===== src/rtl/dsd_pkg.sv =====
package dsd_pkg;

  typedef enum logic [1:0] {
    DSD_IDLE  = 2'd0,
    DSD_SHIFT = 2'd1,
    DSD_GAP   = 2'd2
  } dsd_state_e;

  // number of sclk half periods in one frame
  function automatic int dsd_half_edges(input int bits);
    return 2 * bits;
  endfunction

  // clock cycles sync_n spends low for one frame
  function automatic int dsd_low_cycles(input int bits, input int half);
    return 2 * bits * half;
  endfunction

  // counter width able to hold 0..n-1, at least one bit
  function automatic int dsd_cnt_width(input int n);
    return (n > 1) ? $clog2(n) : 1;
  endfunction

endpackage


===== src/rtl/dsd_half_timer.sv =====
module dsd_half_timer #(
  parameter int HALF_DIV = 4
) (
  input  logic clk,
  input  logic rst_n,
  input  logic run,
  output logic tick
);

  generate
    if (HALF_DIV <= 1) begin : g_direct
      assign tick = run;
    end else begin : g_count
      localparam int CW = dsd_pkg::dsd_cnt_width(HALF_DIV);
      localparam logic [CW-1:0] LAST = CW'(HALF_DIV - 1);
      logic [CW-1:0] cnt_q;

      always_ff @(posedge clk or negedge rst_n) begin
        if (!rst_n)             cnt_q <= '0;
        else if (!run)          cnt_q <= '0;
        else if (cnt_q == LAST) cnt_q <= '0;
        else                    cnt_q <= cnt_q + 1'b1;
      end

      assign tick = run && (cnt_q == LAST);

      // the divider never runs past its terminal count (R4 timing base)
      assert_div_in_range_R4: assert property (@(posedge clk) disable iff (!rst_n)
        cnt_q <= LAST);
    end
  endgenerate

endmodule


===== src/rtl/dsd_shifter.sv =====
module dsd_shifter #(
  parameter int WIDTH = 24
) (
  input  logic             clk,
  input  logic             rst_n,
  input  logic             load,
  input  logic             shift,
  input  logic [WIDTH-1:0] din,
  output logic             msb
);

  logic [WIDTH-1:0] sreg_q;

  always_ff @(posedge clk or negedge rst_n) begin
    if (!rst_n)     sreg_q <= '0;
    else if (load)  sreg_q <= din;
    else if (shift) sreg_q <= {sreg_q[WIDTH-2:0], 1'b0};
  end

  assign msb = sreg_q[WIDTH-1];

  // a capture and a shift never coincide (R2 ordering)
  assert_load_shift_exclusive_R2: assert property (@(posedge clk) disable iff (!rst_n)
    load |-> !shift);

endmodule


===== src/rtl/dsd_ctrl.sv =====
module dsd_ctrl #(
  parameter int BITS = 24
) (
  input  logic clk,
  input  logic rst_n,
  input  logic start,
  input  logic fifo_empty,
  input  logic tick,
  output logic fifo_rd,
  output logic load,
  output logic shift,
  output logic run,
  output logic sclk,
  output logic sync_n,
  output logic busy
);
  import dsd_pkg::*;

  localparam int HALVES = dsd_half_edges(BITS);
  localparam int HW = dsd_cnt_width(HALVES);
  localparam logic [HW-1:0] LAST_HALF = HW'(HALVES - 1);
  localparam logic [HW-1:0] GAP_LAST = HW'(1);

  dsd_state_e state_q;
  logic [HW-1:0] half_q;
  logic sclk_q, sync_q;

  // named internal events
  logic pop_idle, gap_done, pop_gap, frame_end;

  assign pop_idle  = (state_q == DSD_IDLE) && start && !fifo_empty;
  assign gap_done  = (state_q == DSD_GAP) && tick && (half_q == GAP_LAST);
  assign pop_gap   = gap_done && !fifo_empty;
  assign frame_end = (state_q == DSD_SHIFT) && tick && (half_q == LAST_HALF);

  assign fifo_rd = pop_idle || pop_gap;
  assign load    = fifo_rd;
  assign shift   = (state_q == DSD_SHIFT) && tick && !sclk_q && !frame_end;
  assign run     = (state_q != DSD_IDLE);
  assign busy    = (state_q != DSD_IDLE);
  assign sclk    = sclk_q;
  assign sync_n  = sync_q;

  always_ff @(posedge clk or negedge rst_n) begin
    if (!rst_n) begin
      state_q <= DSD_IDLE;
      half_q  <= '0;
      sclk_q  <= 1'b1;
      sync_q  <= 1'b1;
    end else begin
      case (state_q)
        DSD_IDLE: begin
          if (pop_idle) begin
            state_q <= DSD_SHIFT;
            sync_q  <= 1'b0;
            half_q  <= '0;
          end
        end
        DSD_SHIFT: begin
          if (tick) begin
            sclk_q <= ~sclk_q;
            if (frame_end) begin
              state_q <= DSD_GAP;
              sync_q  <= 1'b1;
              half_q  <= '0;
            end else begin
              half_q <= half_q + 1'b1;
            end
          end
        end
        DSD_GAP: begin
          if (tick) begin
            if (gap_done) begin
              half_q <= '0;
              if (pop_gap) begin
                state_q <= DSD_SHIFT;
                sync_q  <= 1'b0;
              end else begin
                state_q <= DSD_IDLE;
              end
            end else begin
              half_q <= half_q + 1'b1;
            end
          end
        end
        default: begin
          state_q <= DSD_IDLE;
          sync_q  <= 1'b1;
          sclk_q  <= 1'b1;
          half_q  <= '0;
        end
      endcase
    end
  end

  assert_rd_single_pulse_R6: assert property (@(posedge clk) disable iff (!rst_n)
    fifo_rd |=> !fifo_rd);

  assert_rd_not_empty_R6: assert property (@(posedge clk) disable iff (!rst_n)
    fifo_rd |-> !fifo_empty);

  assert_frame_after_pop_R6: assert property (@(posedge clk) disable iff (!rst_n)
    $fell(sync_n) |-> $past(fifo_rd));

  assert_sclk_idle_high_R4: assert property (@(posedge clk) disable iff (!rst_n)
    sync_n |-> sclk);

  assert_busy_covers_frame_R9: assert property (@(posedge clk) disable iff (!rst_n)
    !sync_n |-> busy);

  assert_empty_start_ignored_R8: assert property (@(posedge clk) disable iff (!rst_n)
    (!busy && fifo_empty) |=> (!busy && sync_n));

endmodule


===== src/rtl/dac_spi_drain.sv =====
module dac_spi_drain #(
  parameter int DATA_BITS = 24,
  parameter int HALF_DIV  = 4
) (
  input  logic                 clk,
  input  logic                 rst_n,
  input  logic                 start,
  input  logic                 fifo_empty,
  input  logic [DATA_BITS-1:0] fifo_data,
  output logic                 fifo_rd,
  output logic                 sclk,
  output logic                 sdo,
  output logic                 sync_n,
  output logic                 busy
);

  logic tick, run, load, shift, msb;

  dsd_half_timer #(.HALF_DIV(HALF_DIV)) timer_i (
    .clk   (clk),
    .rst_n (rst_n),
    .run   (run),
    .tick  (tick)
  );

  dsd_ctrl #(.BITS(DATA_BITS)) ctrl_i (
    .clk        (clk),
    .rst_n      (rst_n),
    .start      (start),
    .fifo_empty (fifo_empty),
    .tick       (tick),
    .fifo_rd    (fifo_rd),
    .load       (load),
    .shift      (shift),
    .run        (run),
    .sclk       (sclk),
    .sync_n     (sync_n),
    .busy       (busy)
  );

  dsd_shifter #(.WIDTH(DATA_BITS)) shifter_i (
    .clk   (clk),
    .rst_n (rst_n),
    .load  (load),
    .shift (shift),
    .din   (fifo_data),
    .msb   (msb)
  );

  assign sdo = msb && !sync_n;

  // ---- checking logic: falling edges per frame and gap length ----
  localparam int FCW = $clog2(DATA_BITS + 2);
  localparam logic [15:0] MIN_GAP = 16'(2 * HALF_DIV);

  logic           sclk_d;
  logic [FCW-1:0] fall_cnt;
  logic [15:0]    gap_cnt;

  always_ff @(posedge clk or negedge rst_n) begin
    if (!rst_n) begin
      sclk_d   <= 1'b1;
      fall_cnt <= '0;
      gap_cnt  <= '0;
    end else begin
      sclk_d <= sclk;
      if (sync_n)               fall_cnt <= '0;
      else if (sclk_d && !sclk) fall_cnt <= fall_cnt + 1'b1;
      if (!sync_n)              gap_cnt <= '0;
      else if (gap_cnt != 16'hFFFF) gap_cnt <= gap_cnt + 1'b1;
    end
  end

  assert_frame_bits_R1: assert property (@(posedge clk) disable iff (!rst_n)
    $rose(sync_n) |-> (fall_cnt == FCW'(DATA_BITS)));

  assert_sdo_stable_fall_R3: assert property (@(posedge clk) disable iff (!rst_n)
    $fell(sclk) |-> ($stable(sdo) && !sync_n));

  assert_sdo_quiet_idle_R3: assert property (@(posedge clk) disable iff (!rst_n)
    sync_n |-> !sdo);

  assert_gap_length_R5: assert property (@(posedge clk) disable iff (!rst_n)
    ($fell(sync_n) && $past(busy)) |-> (gap_cnt >= MIN_GAP));

endmodule


===== config.mk =====
export PLATFORM = sky130hd
export DESIGN_NAME = dac_spi_drain
export DESIGN_NICKNAME = d
export VERILOG_FILES = /design/src/rtl/dsd_pkg.sv /design/src/rtl/dsd_half_timer.sv /design/src/rtl/dsd_shifter.sv /design/src/rtl/dsd_ctrl.sv /design/src/rtl/dac_spi_drain.sv
export SDC_FILE = /design/constraint.sdc
export NUM_CORES = 1
export LEC_CHECK = 0
export CELL_PAD_IN_SITES_DETAIL_PLACEMENT = 2
export CELL_PAD_IN_SITES_GLOBAL_PLACEMENT = 2
export CORE_MARGIN = 10
export CORE_UTILIZATION = 33
export DETAILED_ROUTE_END_ITERATION = 8
export HOLD_SLACK_MARGIN = 0.1
export PLACE_DENSITY_LB_ADDON = 0.12
export SYNTH_ARGS = -nofsm -noshare
export SYNTH_HDL_FRONTEND = slang
export SYNTH_SLANG_ARGS = --single-unit
export TNS_END_PERCENT = 10

===== constraint.sdc =====
create_clock -name clk -period 2.3 [get_ports clk]
set_clock_uncertainty 0.2 [all_clocks]
set_input_delay 0.23 -clock clk [delete_from_list [all_inputs] [get_ports clk]]
set_output_delay 0.23 -clock clk [all_outputs]
set_load 0.05 [all_outputs]

* After elaboration in Yosys (flattened, before gate mapping) *
Cells that the tools add are included.

cells by class
  add/subtract/negate cells = 2
  equality and inequality tests = 11
  muxes and demuxes = 26
  bitwise gates (word level) = 2
  reduce and logical (&&, ||, !) cells = 24

operators with widths
  kind                   number
  $mux W24               2
  $mux W6                5
  $pmux W6 S3            1
  $mux W2                7
  $ne A2 B1 Y1 const B   6
  $logic_and A1 B1 Y1    11
  $mux W1                8
  $add A6 B1 Y6 const B  1
  $eq A6 B1 Y1 const B   1
  $eq A6 B6 Y1 const B   1
  $pmux W2 S3            1
  $reduce_and A6 Y1      1
  $reduce_and A5 Y1      1
  $eq A2 B2 Y1 const B   2
  $logic_not A1 Y1       4
  $reduce_bool A2 Y1     2
  $pmux W1 S3            1
  $reduce_and A3 Y1      1
  $add A2 B1 Y2 const B  1
  $eq A2 B1 Y1 const B   1
  $logic_not A2 Y1       1
  $not A1 Y1             2
  $pmux W1 S2            1
  $reduce_and A2 Y1      1
  2 further kinds        2

word-level totals
  register bits after elaboration = 36
  output and inout bits = 5
  word-level logic and storage cells = 71

* Longest topological paths before layout *
Gate-level depths: netlist of run 1.

  word-level depth = 9
  mapped depth = 8
  gate-level depth less buffers = 6

* Hierarchy *
Synthesis of run 1 repeated with hierarchy kept, for this count alone.

second synthesis, totals
  cell total of the unflattened synthesis = 185
  area total of the unflattened synthesis = 1945.6 µm²

by module, submodules not included
  module          instances  cells each  area each (µm²)  sequential area each (µm²)
  dsd_shifter     1          104         1124.8           600.6
  dsd_ctrl        1          74          718.2            252.7
  dsd_half_timer  1          6           88.8             50.0
  dac_spi_drain   1          1           13.8             0.0

* Worst setup path before layout of run 1 *
OpenSTA, ideal clock, no wires.

  path kind = register -> register
  from = reg ctrl_i.state_q[0]
  to = reg ctrl_i.half_q[5]
  setup time = 87 ps
  arrival time = 1993 ps
  data required time = 2013 ps
  path slack = 21 ps
  cell stages (with the launch flop) = 7
  path buffers = 0
  clock period less this slack = 2279 ps
  cell sequence = dfrtp_1 -> inv_1 -> ha_1 -> inv_1 -> a21oi_1 -> or4_1 -> o211ai_1

on the way
  longest elaborated chain between the ends = 7

ends and longest elaborated chain
  element                                              RTL line                        source
  start, declared                                      dsd_ctrl.sv:24                  dsd_state_e state_q;
  start signal, assigned                               dsd_ctrl.sv:46                  state_q <= DSD_IDLE;
  start signal, assigned                               dsd_ctrl.sv:54                  state_q <= DSD_SHIFT;
  start signal, assigned                               dsd_ctrl.sv:63                  state_q <= DSD_GAP;
  $reduce_bool A2 Y1 *                                 -
  net busy                                             dac_spi_drain.sv:14             output logic busy
  $logic_and A1 B1 Y1 *                                dsd_half_timer.sv:25            assign tick = run && (cnt_q == LAST);
  $logic_and A1 B1 Y1 (on tied branches) (2 in a row)  dsd_ctrl.sv:32, dsd_ctrl.sv:34
  $mux W6 (on tied branches)                           dsd_ctrl.sv:73, dsd_ctrl.sv:62
  $mux W6 (on tied branches)                           dsd_ctrl.sv:72, dsd_ctrl.sv:60
  $pmux W6 S3                                          dsd_ctrl.sv:51                  case (state_q)
  end signal, assigned                                 dsd_ctrl.sv:67                  half_q <= half_q + 1'b1;
  end signal, assigned                                 dsd_ctrl.sv:82                  half_q <= half_q + 1'b1;
  end, declared                                        dsd_ctrl.sv:25                  logic [HW-1:0] half_q;

The timed path passes the listed nets; every way through them passes the cells marked *. The select of a mux whose other input is x is not followed.
A chain may end at the register's enable or synchronous reset.

* Worst setup path after layout of run 1 *
  from = reg ctrl_i.half_q[1]
  to = reg shifter_i.sreg_q[16]

on the way
  longest elaborated chain between the ends = 5

ends and longest elaborated chain
  element                                                    RTL line                        source
  $eq A6 B1 Y1 or $eq A6 B6 Y1 (tied branches)               dsd_ctrl.sv:32, dsd_ctrl.sv:34
  $logic_and A1 B1 Y1 (on tied branches)                     dsd_ctrl.sv:32, dsd_ctrl.sv:34
  $logic_and A1 B1 Y1 or $logic_not A1 Y1 (tied branches)    dsd_ctrl.sv:33, dsd_ctrl.sv:38
  $logic_or A1 B1 Y1 or $logic_and A1 B1 Y1 (tied branches)  dsd_ctrl.sv:36, dsd_ctrl.sv:38
  $mux W24 or $reduce_bool A2 Y1 (tied branches)             -
  end signal, assigned                                       dsd_shifter.sv:16               else if (load) sreg_q <= din;
  end signal, assigned                                       dsd_shifter.sv:17               else if (shift) sreg_q <= {sreg_q[WIDTH-2:0], 1'b0};
  end, declared                                              dsd_shifter.sv:12               logic [WIDTH-1:0] sreg_q;

Parallel ways exist; a longest one is shown, timed or not.

==> run_results.csv, run 1 <==
group,metric,value,unit
outcome,outcome,"finished clean",
sta,fin_setup_tns,0,ps
placed_design,preCtsSetupSlack,-59.9,ps
grt,grt_pass1_vias,1862,
critical_path,crit_fanout,6,
logic_synthesis,yosysTopAreaCell,"dfrtp_1",
grt,grt_usage,12.4,%
grt,grt_max_degree,37,
logic_synthesis,synthMostInstantiatedCell,"dfrtp_1",
logic_synthesis,ys_seq_elements,36,
routing,remaining_drc_errors,0,
sta,relSlewSlack,42.9,%
final_layout,area_growth,39.5,%
logic_synthesis,ys_warn_count,0,
logic_synthesis,syn-cell-area,2130,um^2
power,clockPowerShare,14.4,%
floorplan,io_pins,33,
grt,grt_overflow,0,
critical_path,timing.critical_path.mode_cell,"buf_12",
final_layout,final_util,47.1,%
sta,hold_viol_final,0,
logic_synthesis,yosysSeqAreaShare,42.4,%
critical_path,critPathSlowestCell,"dfrtp_1",
floorplan,dieArea,10100,um^2
critical_path,worst-r2r-setup-slack,10,ps
power,p_switching,1.19,mW
cts,htreeDepth,2,
placed_design,dpl-instance-area,2570,um^2
floorplan,start_util,33.7,%
logic_synthesis,syn_avg_cell_area,13.2,um^2
sta,finalSetupViolCount,0,
cts,clock-sinks,36,
critical_path,crit_arrival,2250,ps
power,seqPwrFrac,32.6,%
logic_synthesis,ys_top_cells_by_area,"dfrtp_1 40%, mux2_4 20%, mux2_1 7.9%, ha_1 4.1%, buf_6 2.6%",
critical_path,cp-end-kind,"flop",
placed_design,dpl.cell_count,273,
critical_path,crit_path_max_incr_delay,390,ps
critical_path,worstPathCellList,"buf_4 > ha_4 > and4b_4 > a21oi_4 > buf_12 > buf_12 > mux2_1 > mux2_2",
cts,cts_root_buf,"clkbuf_8",
final_layout,fin_cells,298,
sta,rsz0062_at_grt,"yes",
worst_hold_path,hold_class,"flop to flop",
floorplan,die_w,100,um
floorplan,num_rows,29,
routing,drtAntennaViolNets,0,
final_layout,antennaDiodeCount,0,
grt,grt_pass1_wl,9940,um
power,internal_power,2.15,mW
critical_path,cp_top_family,"multiplexers",
placed_design,portBuffers,32,
power,power,3.35,mW
floorplan,core_area,6310,um^2
sta,fmax,437,MHz
cts,cts_made_buffers,5,
critical_path,worst_ep_required_time,2270,ps
sta,fin_ws,13.9,ps
power,leakagePower,1.29,nW
routing,dr.pass1.iters,5,
logic_synthesis,synth_cells,162,
cts,cts_tree,"yes",
sta,final.period_utilization,99.4,%
logic_synthesis,synth.top_cell.area_share,39.9,%
power,p_per_area,1130,nW/um^2
routing,wl_per_cell,19.9,um
job,max_cap_viol_count,0,
routing,drt_iter0_drc,25,
logic_synthesis,synth-main-ff-cell,"dfrtp_1",
final_layout,layout-drive-gt1-share,38.9,%
logic_synthesis,ys_types,41,
logic_synthesis,synth_enable_flop_cells,0,
placed_design,gp_congestion,0.850,
final_layout,final_area,2970,um^2
routing,routed_wl,5940,um
power,power_frac_comb,53.1,%
power,vdd_drop_max,0.000488,V
critical_path,crit_type,"flop to flop",
final_layout,fillers,627,
cts,worstSkewPairLatency,300,ps
floorplan,die_h,100,um
cts,clk_pin_slew_worst_paths,80,ps
logic_synthesis,synthTopCellsByCount,"34 x dfrtp_1, 29 x mux2_4, 15 x mux2_1",
sta,slew_violations,0,
critical_path,cp_num_buf_inv,3,
sta,worst_slew_pin_slew,857,ps
cts,clk_path_buf_depth,2,
grt,antenna_found_initial,0,
routing,via_per_inst,5.13,
final_layout,final_nets,255,
placed_design,dpl.hpwl,3920,um
power,p_sw_share,35.6,%
sta,fin_hold_ws,252,ps
sta,period_minus_slack,2290,ps
logic_synthesis,synthArstFlopShare,100,%
routing,vias,1530,
logic_synthesis,synth_nets,197,
critical_path,cp-start-kind,"flop",
-- layout make-up --
class	instances	area, um^2	area share (%)
multi-input combinational	113	1230	41.3
sequential	36	903	30.4
timing repair buffer	57	612	20.6
tap	77	96.3	3.24
clock buffer	7	86.3	2.90
inverter	7	38.8	1.30
clock inverter	1	7.51	0.253
-- cell usage in the layout, fill, tap and decap left out, types with 2 or more instances in the layout --
master,synthesis,final
a21o_1,2,2
nand2_1,10,10
inv_2,1,3
nand3_1,3,3
mux2_2,5,5
nor2_1,3,3
inv_1,6,3
dfrtp_1,34,34
o31ai_1,2,2
mux2_1,15,15
o211ai_1,3,3
a21oi_1,5,5
nand4bb_1,2,2
ha_4,0,5
buf_4,0,18
buf_12,0,4
buf_16,0,2
nor2b_1,3,3
dfstp_2,2,2
o21ai_1,2,2
clkdlybuf4s50_1,0,29
mux2_4,29,29
clkbuf_8,0,6
-- repair_timing --
action / in CTS / in global routing
gates cloned: 3 / 1
gates resized for setup: 17 / 6
pin swaps: 3 / 5
endpoints found under the hold margin: 34 / 0
setup endpoints to repair: 25 / 25
setup buffers: 12 / 1
hold buffers: 1 / 0
-- logic make-up after synthesis --
logic type | after synthesis | synth area share, %
compound gates | 26 | 9.10
fa+ha+maj | 7 | 4.11
buf+inv | 13 | 4.11
flops | 36 | 42.4
mux | 49 | 31.0
simple gates | 31 | 9.28
-- flip-flops by register name, indices dropped and copies added (netlist names) --
register               flops
shifter_i.sreg_q          24
ctrl_i.half_q              6
ctrl_i.state_q             2
timer_i.g_count.cnt_q      2
ctrl_i.sclk                1
ctrl_i.sync_n              1
-- power by group through the flow --
stage / registers, mW / logic (mW) / clock network (mW)
2_1_floorplan: 1.09 / 1.07 / 0
3_3_place_gp: 1.08 / 1.48 / 0
3_5_place_dp: 1.11 / 1.56 / 0
4_1_cts: 1.09 / 1.79 / 0.502
5_1_grt: 1.13 / 1.94 / 0.531
6_report: 1.09 / 1.78 / 0.481
-- per-layer routing --
metal	track usage [%]	wire [um]
met5	0	0
met2	22.0	3190
met4	3.59	70
met3	3.71	258
met1	13.9	2420
-- worst reg2reg max path, delay by kind of cell (launching register included) --
family                     cells  cell delay (ps)
buffers and inverters          3              430
adders and majority gates      1              160
and+or+nand+nor                1              200
AOI/OAI and AO/OA              1              200
DFF                            1              390
muxes                          2              590
-- worst paths after layout --
kind                                          startpoint                        to  cells past startpoint
worst max-delay path                    ctrl_i.half_q[1]      shifter_i.sreg_q[16]                      8
worst min-delay path            timer_i.g_count.cnt_q[0]  timer_i.g_count.cnt_q[0]                      1
worst max register to register          ctrl_i.half_q[1]      shifter_i.sreg_q[16]                      8
worst min register to register  timer_i.g_count.cnt_q[0]  timer_i.g_count.cnt_q[0]                      1
max in group asynchronous                          rst_n      shifter_i.sreg_q[16]                      2
min in group asynchronous                          rst_n          ctrl_i.half_q[2]                      2
No activity file was read; power rests on OpenSTA's default activity.
==> run 2: changes to the inputs <==
PLACE_DENSITY = 0.83   (was default)
PLACE_DENSITY_LB_ADDON = default   (was 0.12)
==> run 2 against run 1 <==
  * The run now ends with negative setup slack left
  * Cell area down 1.9%
  * Sequential share of layout area is 0.60 points higher
  * Register-to-register slack hardly changed
  * Global-route usage is 0.65 points higher
  * Non-clock buffer count down 4
  * Total power rose by 6.6%
  * Utilization down 0.91 points
  * Die area is the same
  * Clock power grew 21%
  * Worst hold slack better by 60 ps
  * Combinational power increased by 5%
  * Largest power group unchanged
==> run_results.csv, run 2 (synthesis gave the netlist of run 1 again) <==
group,metric,value,unit
outcome,outcome,"finished with violations",
outcome,violations,"negative setup slack",
critical_path,crit_path_max_incr_delay,400,ps
grt,grt_pass1_wl,10300,um
critical_path,cp_top_family,"simple AND/OR/NAND/NOR gates",
cts,clk_pin_slew_worst_paths,90,ps
job,max_cap_viol_count,0,
critical_path,worst_ep_required_time,1870,ps
worst_hold_path,hold_class,"flop to flop",
grt,top_usage_layer,"met2",
critical_path,timing.critical_path.mode_cell,"buf_12",
final_layout,fin_cells,294,
sta,worst_slew_pin_slew,849,ps
power,clockPowerShare,16.4,%
floorplan,die_w,100,um
floorplan,dieArea,10100,um^2
routing,wl_per_cell,22.4,um
critical_path,crit_type,"flop to primary output",
grt,global_route.usage.met3,2.61,%
routing,routed_wl,6590,um
power,p_per_area,1220,nW/um^2
final_layout,final_nets,251,
grt,grt_overflow,0,
routing,drt_iter0_drc,33,
sta,hold_viol_final,0,
worst_hold_path,holdCritStartpoint,"timer_i.g_count.cnt_q[0]",
critical_path,crit_arrival,1900,ps
floorplan,core_area,6310,um^2
floorplan,num_rows,29,
routing,remaining_drc_errors,0,
sta,fin_hold_ws,312,ps
critical_path,worstPathCellList,"inv_2 > ha_4 > nor4bb_4 > nand2_1 > a21o_1 > buf_12 > clkinv_4 > buf_12",
power,internal_power,2.27,mW
placed_design,dpl.cell_count,276,
power,p_switching,1.30,mW
grt,grt_max_degree,37,
grt,antenna_found_initial,0,
power,leakagePower,1.28,nW
sta,fin_ws,-29.6,ps
floorplan,io_pins,33,
cts,clock-sinks,36,
grt,grt_util_met2,24.1,%
power,seqPwrFrac,31.1,%
final_layout,regMostFlops,"shifter_i.sreg_q",
critical_path,r2r_cells,8,
critical_path,cp-end-kind,"primary output",
cts,cts_tree,"yes",
final_layout,final_common_cell,"dfrtp_1",
final_layout,largest_reg_flops,24,
critical_path,reg2reg_from,"ctrl_i.state_q[0]",
critical_path,crit_fanout,4,
sta,slew_violations,0,
sta,fmax,429,MHz
power,p_sw_share,36.3,%
sta,fin_setup_tns,-29.6,ps
routing,vias,1564,
floorplan,start_util,33.7,%
critical_path,cp_num_buf_inv,4,
critical_path,cp_num_cells,8,
routing,dr.pass1.iters,4,
cts,cts_root_buf,"clkbuf_8",
routing,via_per_inst,5.32,
cts,htreeDepth,2,
routing,drtAntennaViolNets,0,
critical_path,startpoint,"ctrl_i.state_q[0]",
grt,grt_usage,13.0,%
critical_path,critPathSlowestCell,"dfrtp_1",
grt,grt_pass1_vias,1880,
power,vdd_drop_max,0.000536,V
cts,worstSkewPairLatency,300,ps
sta,final.period_utilization,101,%
cts,cts_made_buffers,5,
final_layout,layout-drive-gt1-share,39.6,%
power,power_frac_comb,52.5,%
grt,grt_use_met1,13.9,%
final_layout,reg_top3,"shifter_i.sreg_q (24), ctrl_i.half_q (6)",
sta,period_minus_slack,2330,ps
placed_design,dpl.hpwl,4200,um
critical_path,cp-start-kind,"flop",
placed_design,gp_congestion,0.808,
final_layout,layout_common_cells,"34 x dfrtp_1, 29 x mux2_4, 29 x clkdlybuf4s50_1",
sta,relSlewSlack,43.4,%
sta,finalSetupViolCount,1,
final_layout,area_growth,36.8,%
final_layout,antennaDiodeCount,0,
placed_design,portBuffers,32,
floorplan,die_h,100,um
cts,clk_path_buf_depth,2,
final_layout,fillers,643,
sta,rsz0062_at_grt,"yes",
worst_hold_path,hold_depth,1,
## run 2: metal layers
layer  vias to the layer above  share of wire, %  wire length, um
met5                         -                 0                0
met2                        31                54             3590
met3                         8               3.3              218
met4                         0               2.4              157
met1                       824                40             2620
li1                        701                 -                -
## run 2: per-stage QoR
stage / utilization, % / worst slack, ps / area (um^2) / power, mW
floorplan: - / 20.8 / 2130 / 2.16
global placement: 41.1 / 107 / 2600 / 2.60
detailed placement: 41.1 / -6.11 / 2600 / 2.72
CTS: 45.2 / -30.3 / 2850 / 3.49
global route: 46.2 / -103 / 2920 / 3.78
finish: 46.2 / -29.6 / 2920 / 3.57
## run 2: final timing paths
path | end | slack (ps)
max in group asynchronous | shifter_i.sreg_q[7] | 990
worst min register to register | timer_i.g_count.cnt_q[0] | 310
worst max register to register | shifter_i.sreg_q[6] | 10
worst min-delay path | timer_i.g_count.cnt_q[0] | 310
min in group asynchronous | ctrl_i.state_q[0] | 360
worst max-delay path | fifo_rd | -30
## run 2: power groups by stage
stage          logic (mW)  clock network (mW)  registers, mW
4_1_cts              1.80               0.583           1.11
2_1_floorplan        1.07                   0           1.09
6_report             1.87               0.584           1.11
5_1_grt              2.02               0.618           1.14
3_3_place_gp         1.52                   0           1.08
3_5_place_dp         1.62                   0           1.10
## run 2: repair_timing
item / CTS / global route
buffers inserted: 4 / 4
setup endpoints to repair: 28 / 29
gates cloned: 1 / 0
gates resized for setup: 15 / 9
hold buffers: 1 / 0
endpoints found under the hold margin: 34 / 0
pin swaps: 6 / 6
## run 2: layout make-up
cell class / instances / area [um^2] / area share, %
clock buffer: 5 / 68.8 / 2.36
clock inverter: 3 / 42.5 / 1.46
inverter: 7 / 31.3 / 1.07
multi-input combinational: 113 / 1240 / 42.6
sequential: 36 / 903 / 31.0
tap: 77 / 96.3 / 3.30
timing repair buffer: 53 / 532 / 18.2
==> run 3: changes to the inputs <==
CORE_UTILIZATION = 37   (was 33)
PLACE_DENSITY = 0.88   (was 0.83)
clock period = 2.6 ns   (was 2.3 ns; I/O delays follow)
==> run 3 against run 2 <==
  * The run now ends clean
  * Global-route usage hardly changed
  * Wire length is 14% lower
  * Non-clock buffer count is 11 lower
  * Register-to-register slack better by 240 ps
  * Count of clock-buffer cells in the layout is 1 higher
  * Final cell count is 5.4% lower
  * Sequential power is 13% lower
  * Utilization is 3.0 points higher
  * Sequential share of layout area is 2.1 points higher
  * First-iteration DRC count is 94% higher
  * Combinational power is 22% lower
==> run_results.csv, run 3 (synthesis gave the netlist of run 1 again) <==
group,metric,value,unit
sta,relSlewSlack,66.4,%
grt,grt_usage,13.1,%
critical_path,cp-end-kind,"primary output",
sta,final.period_utilization,96.0,%
placed_design,preCtsSetupSlack,195,ps
routing,vias,1473,
routing,drtAntennaViolNets,0,
critical_path,crit_type,"flop to primary output",
placed_design,portBuffers,32,
sta,fin_setup_tns,0,ps
critical_path,crit_path_max_incr_delay,370,ps
routing,via_per_inst,5.30,
power,vdd_drop_max,0.000430,V
final_layout,final_nets,240,
power,leakagePower,1.21,nW
critical_path,crit_arrival,2040,ps
cts,htreeDepth,2,
cts,cts_tree,"yes",
routing,wl_per_cell,20.4,um
worst_hold_path,hold_class,"primary input to asynchronous set/reset pin",
sta,finalSetupViolCount,0,
cts,cts_made_buffers,5,
final_layout,layout_common_cells,"34 x dfrtp_1, 31 x clkdlybuf4s50_1, 29 x mux2_4",
routing,remaining_drc_errors,0,
final_layout,layout-drive-gt1-share,30.6,%
cts,hold_buffers,0,
final_layout,largest_reg_flops,24,
cts,worstSkewPairLatency,290,ps
floorplan,num_rows,27,
final_layout,reg_top3,"shifter_i.sreg_q (24), ctrl_i.half_q (6)",
grt,grt_pass1_vias,1777,
critical_path,crit_fanout,25,
final_layout,area_growth,28.0,%
critical_path,timing.critical_path.mode_cell,"buf_12",
routing,dr.pass1.iters,4,
routing,drt_iter0_drc,64,
routing,routed_wl,5660,um
sta,fmax,401,MHz
sta,worst_slew_pin_slew,502,ps
final_layout,antennaDiodeCount,0,
final_layout,regMostFlops,"shifter_i.sreg_q",
power,p_per_area,1060,nW/um^2
grt,grt_pass1_wl,9380,um
floorplan,die_w,95.9,um
floorplan,io_pins,33,
grt,grt_max_degree,37,
critical_path,worst_ep_required_time,2140,ps
outcome,outcome,"finished clean",
critical_path,cp-start-kind,"flop",
floorplan,core_area,5540,um^2
power,power,2.90,mW
floorplan,dieArea,9190,um^2
sta,fin_ws,103,ps
final_layout,final_common_cell,"dfrtp_1",
grt,antenna_found_initial,0,
cts,clk_path_buf_depth,2,
floorplan,start_util,38.5,%
placed_design,dpl.hpwl,4060,um
floorplan,die_h,95.9,um
sta,fin_hold_ws,184,ps
cts,cts_root_buf,"clkbuf_8",
critical_path,critPathSlowestCell,"dfrtp_1",
sta,slew_violations,0,
cts,clock-sinks,36,
sta,period_minus_slack,2500,ps
cts,clk_pin_slew_worst_paths,70,ps
placed_design,gp_congestion,0.748,
job,max_cap_viol_count,0,
grt,grt_overflow,0,
critical_path,worstPathCellList,"inv_1 > ha_2 > nor4bb_4 > nand2_1 > a21o_1 > buf_12 > inv_2 > buf_12",
sta,hold_viol_final,0,
run 3: metal layers:
layer  part of all wire (%)  wire length (um)  global-route usage, %  vias up
met1                     41              2350                   15.3      755
li1                       -                 -                      -      678
met5                      0                 0                      0        -
met3                    4.3               243                   3.35        9
met4                    1.3                76                   4.18        0
met2                     53              2990                   22.7       31
run 3: area by class of cell:
class                      instances  area, um^2
clock inverter                     2        35.0
tap                               72        90.1
sequential                        36         903
multi-input combinational        113        1170
fill                             550        2810
inverter                           7        26.3
clock buffer                       6        72.6
timing repair buffer              42         430
run 3: metrics by stage:
step / instances / instance area, um^2 / util [%]
CTS: 275 / 2680 / 48.4
floorplan: 162 / 2130 / -
detailed placement: 267 / 2570 / 46.3
finish: 278 / 2730 / 49.2
global route: 278 / 2730 / 49.2
global placement: 267 / 2570 / 46.3
run 3: worst paths after layout:
kind | start | end | slack, ps | cells past startpoint
max | ctrl_i.state_q[1] | fifo_rd | 100 | 8
min | rst_n | ctrl_i.half_q[2] | 180 | 2
min in group clk | timer_i.g_count.cnt_q[0] | timer_i.g_count.cnt_q[0] | 250 | 1
max reg2reg | ctrl_i.state_q[0] | ctrl_i.half_q[5] | 250 | 7
max in group asynchronous | rst_n | ctrl_i.sclk | 1640 | 2
min reg2reg | timer_i.g_count.cnt_q[0] | timer_i.g_count.cnt_q[0] | 250 | 1
run 3: where the power goes:
group | total [mW] | internal (mW) | leakage [nW] | switching, mW
combinational | 1.45 | 0.788 | 0.712 | 0.661
clock | 0.490 | 0.285 | 0.0552 | 0.206
sequential | 0.964 | 0.814 | 0.439 | 0.150
total | 2.90 | 1.89 | 1.21 | 1.02
run 3: critical path: cells and delay by family, from the launching register on:
| family | cells | cell delay [ps] |
|---|---|---|
| buf+inv | 4 | 480 |
| simple gates | 2 | 440 |
| fa+ha+maj | 1 | 250 |
| compound gates | 1 | 200 |
| flops | 1 | 370 |
run 3: repair_timing:
action / 4_1_cts / 5_1_grt
pin swaps: 0 / 0
buffers inserted: 0 / 3
setup endpoints to repair: 1 / 1
gates resized for setup: 2 / 3
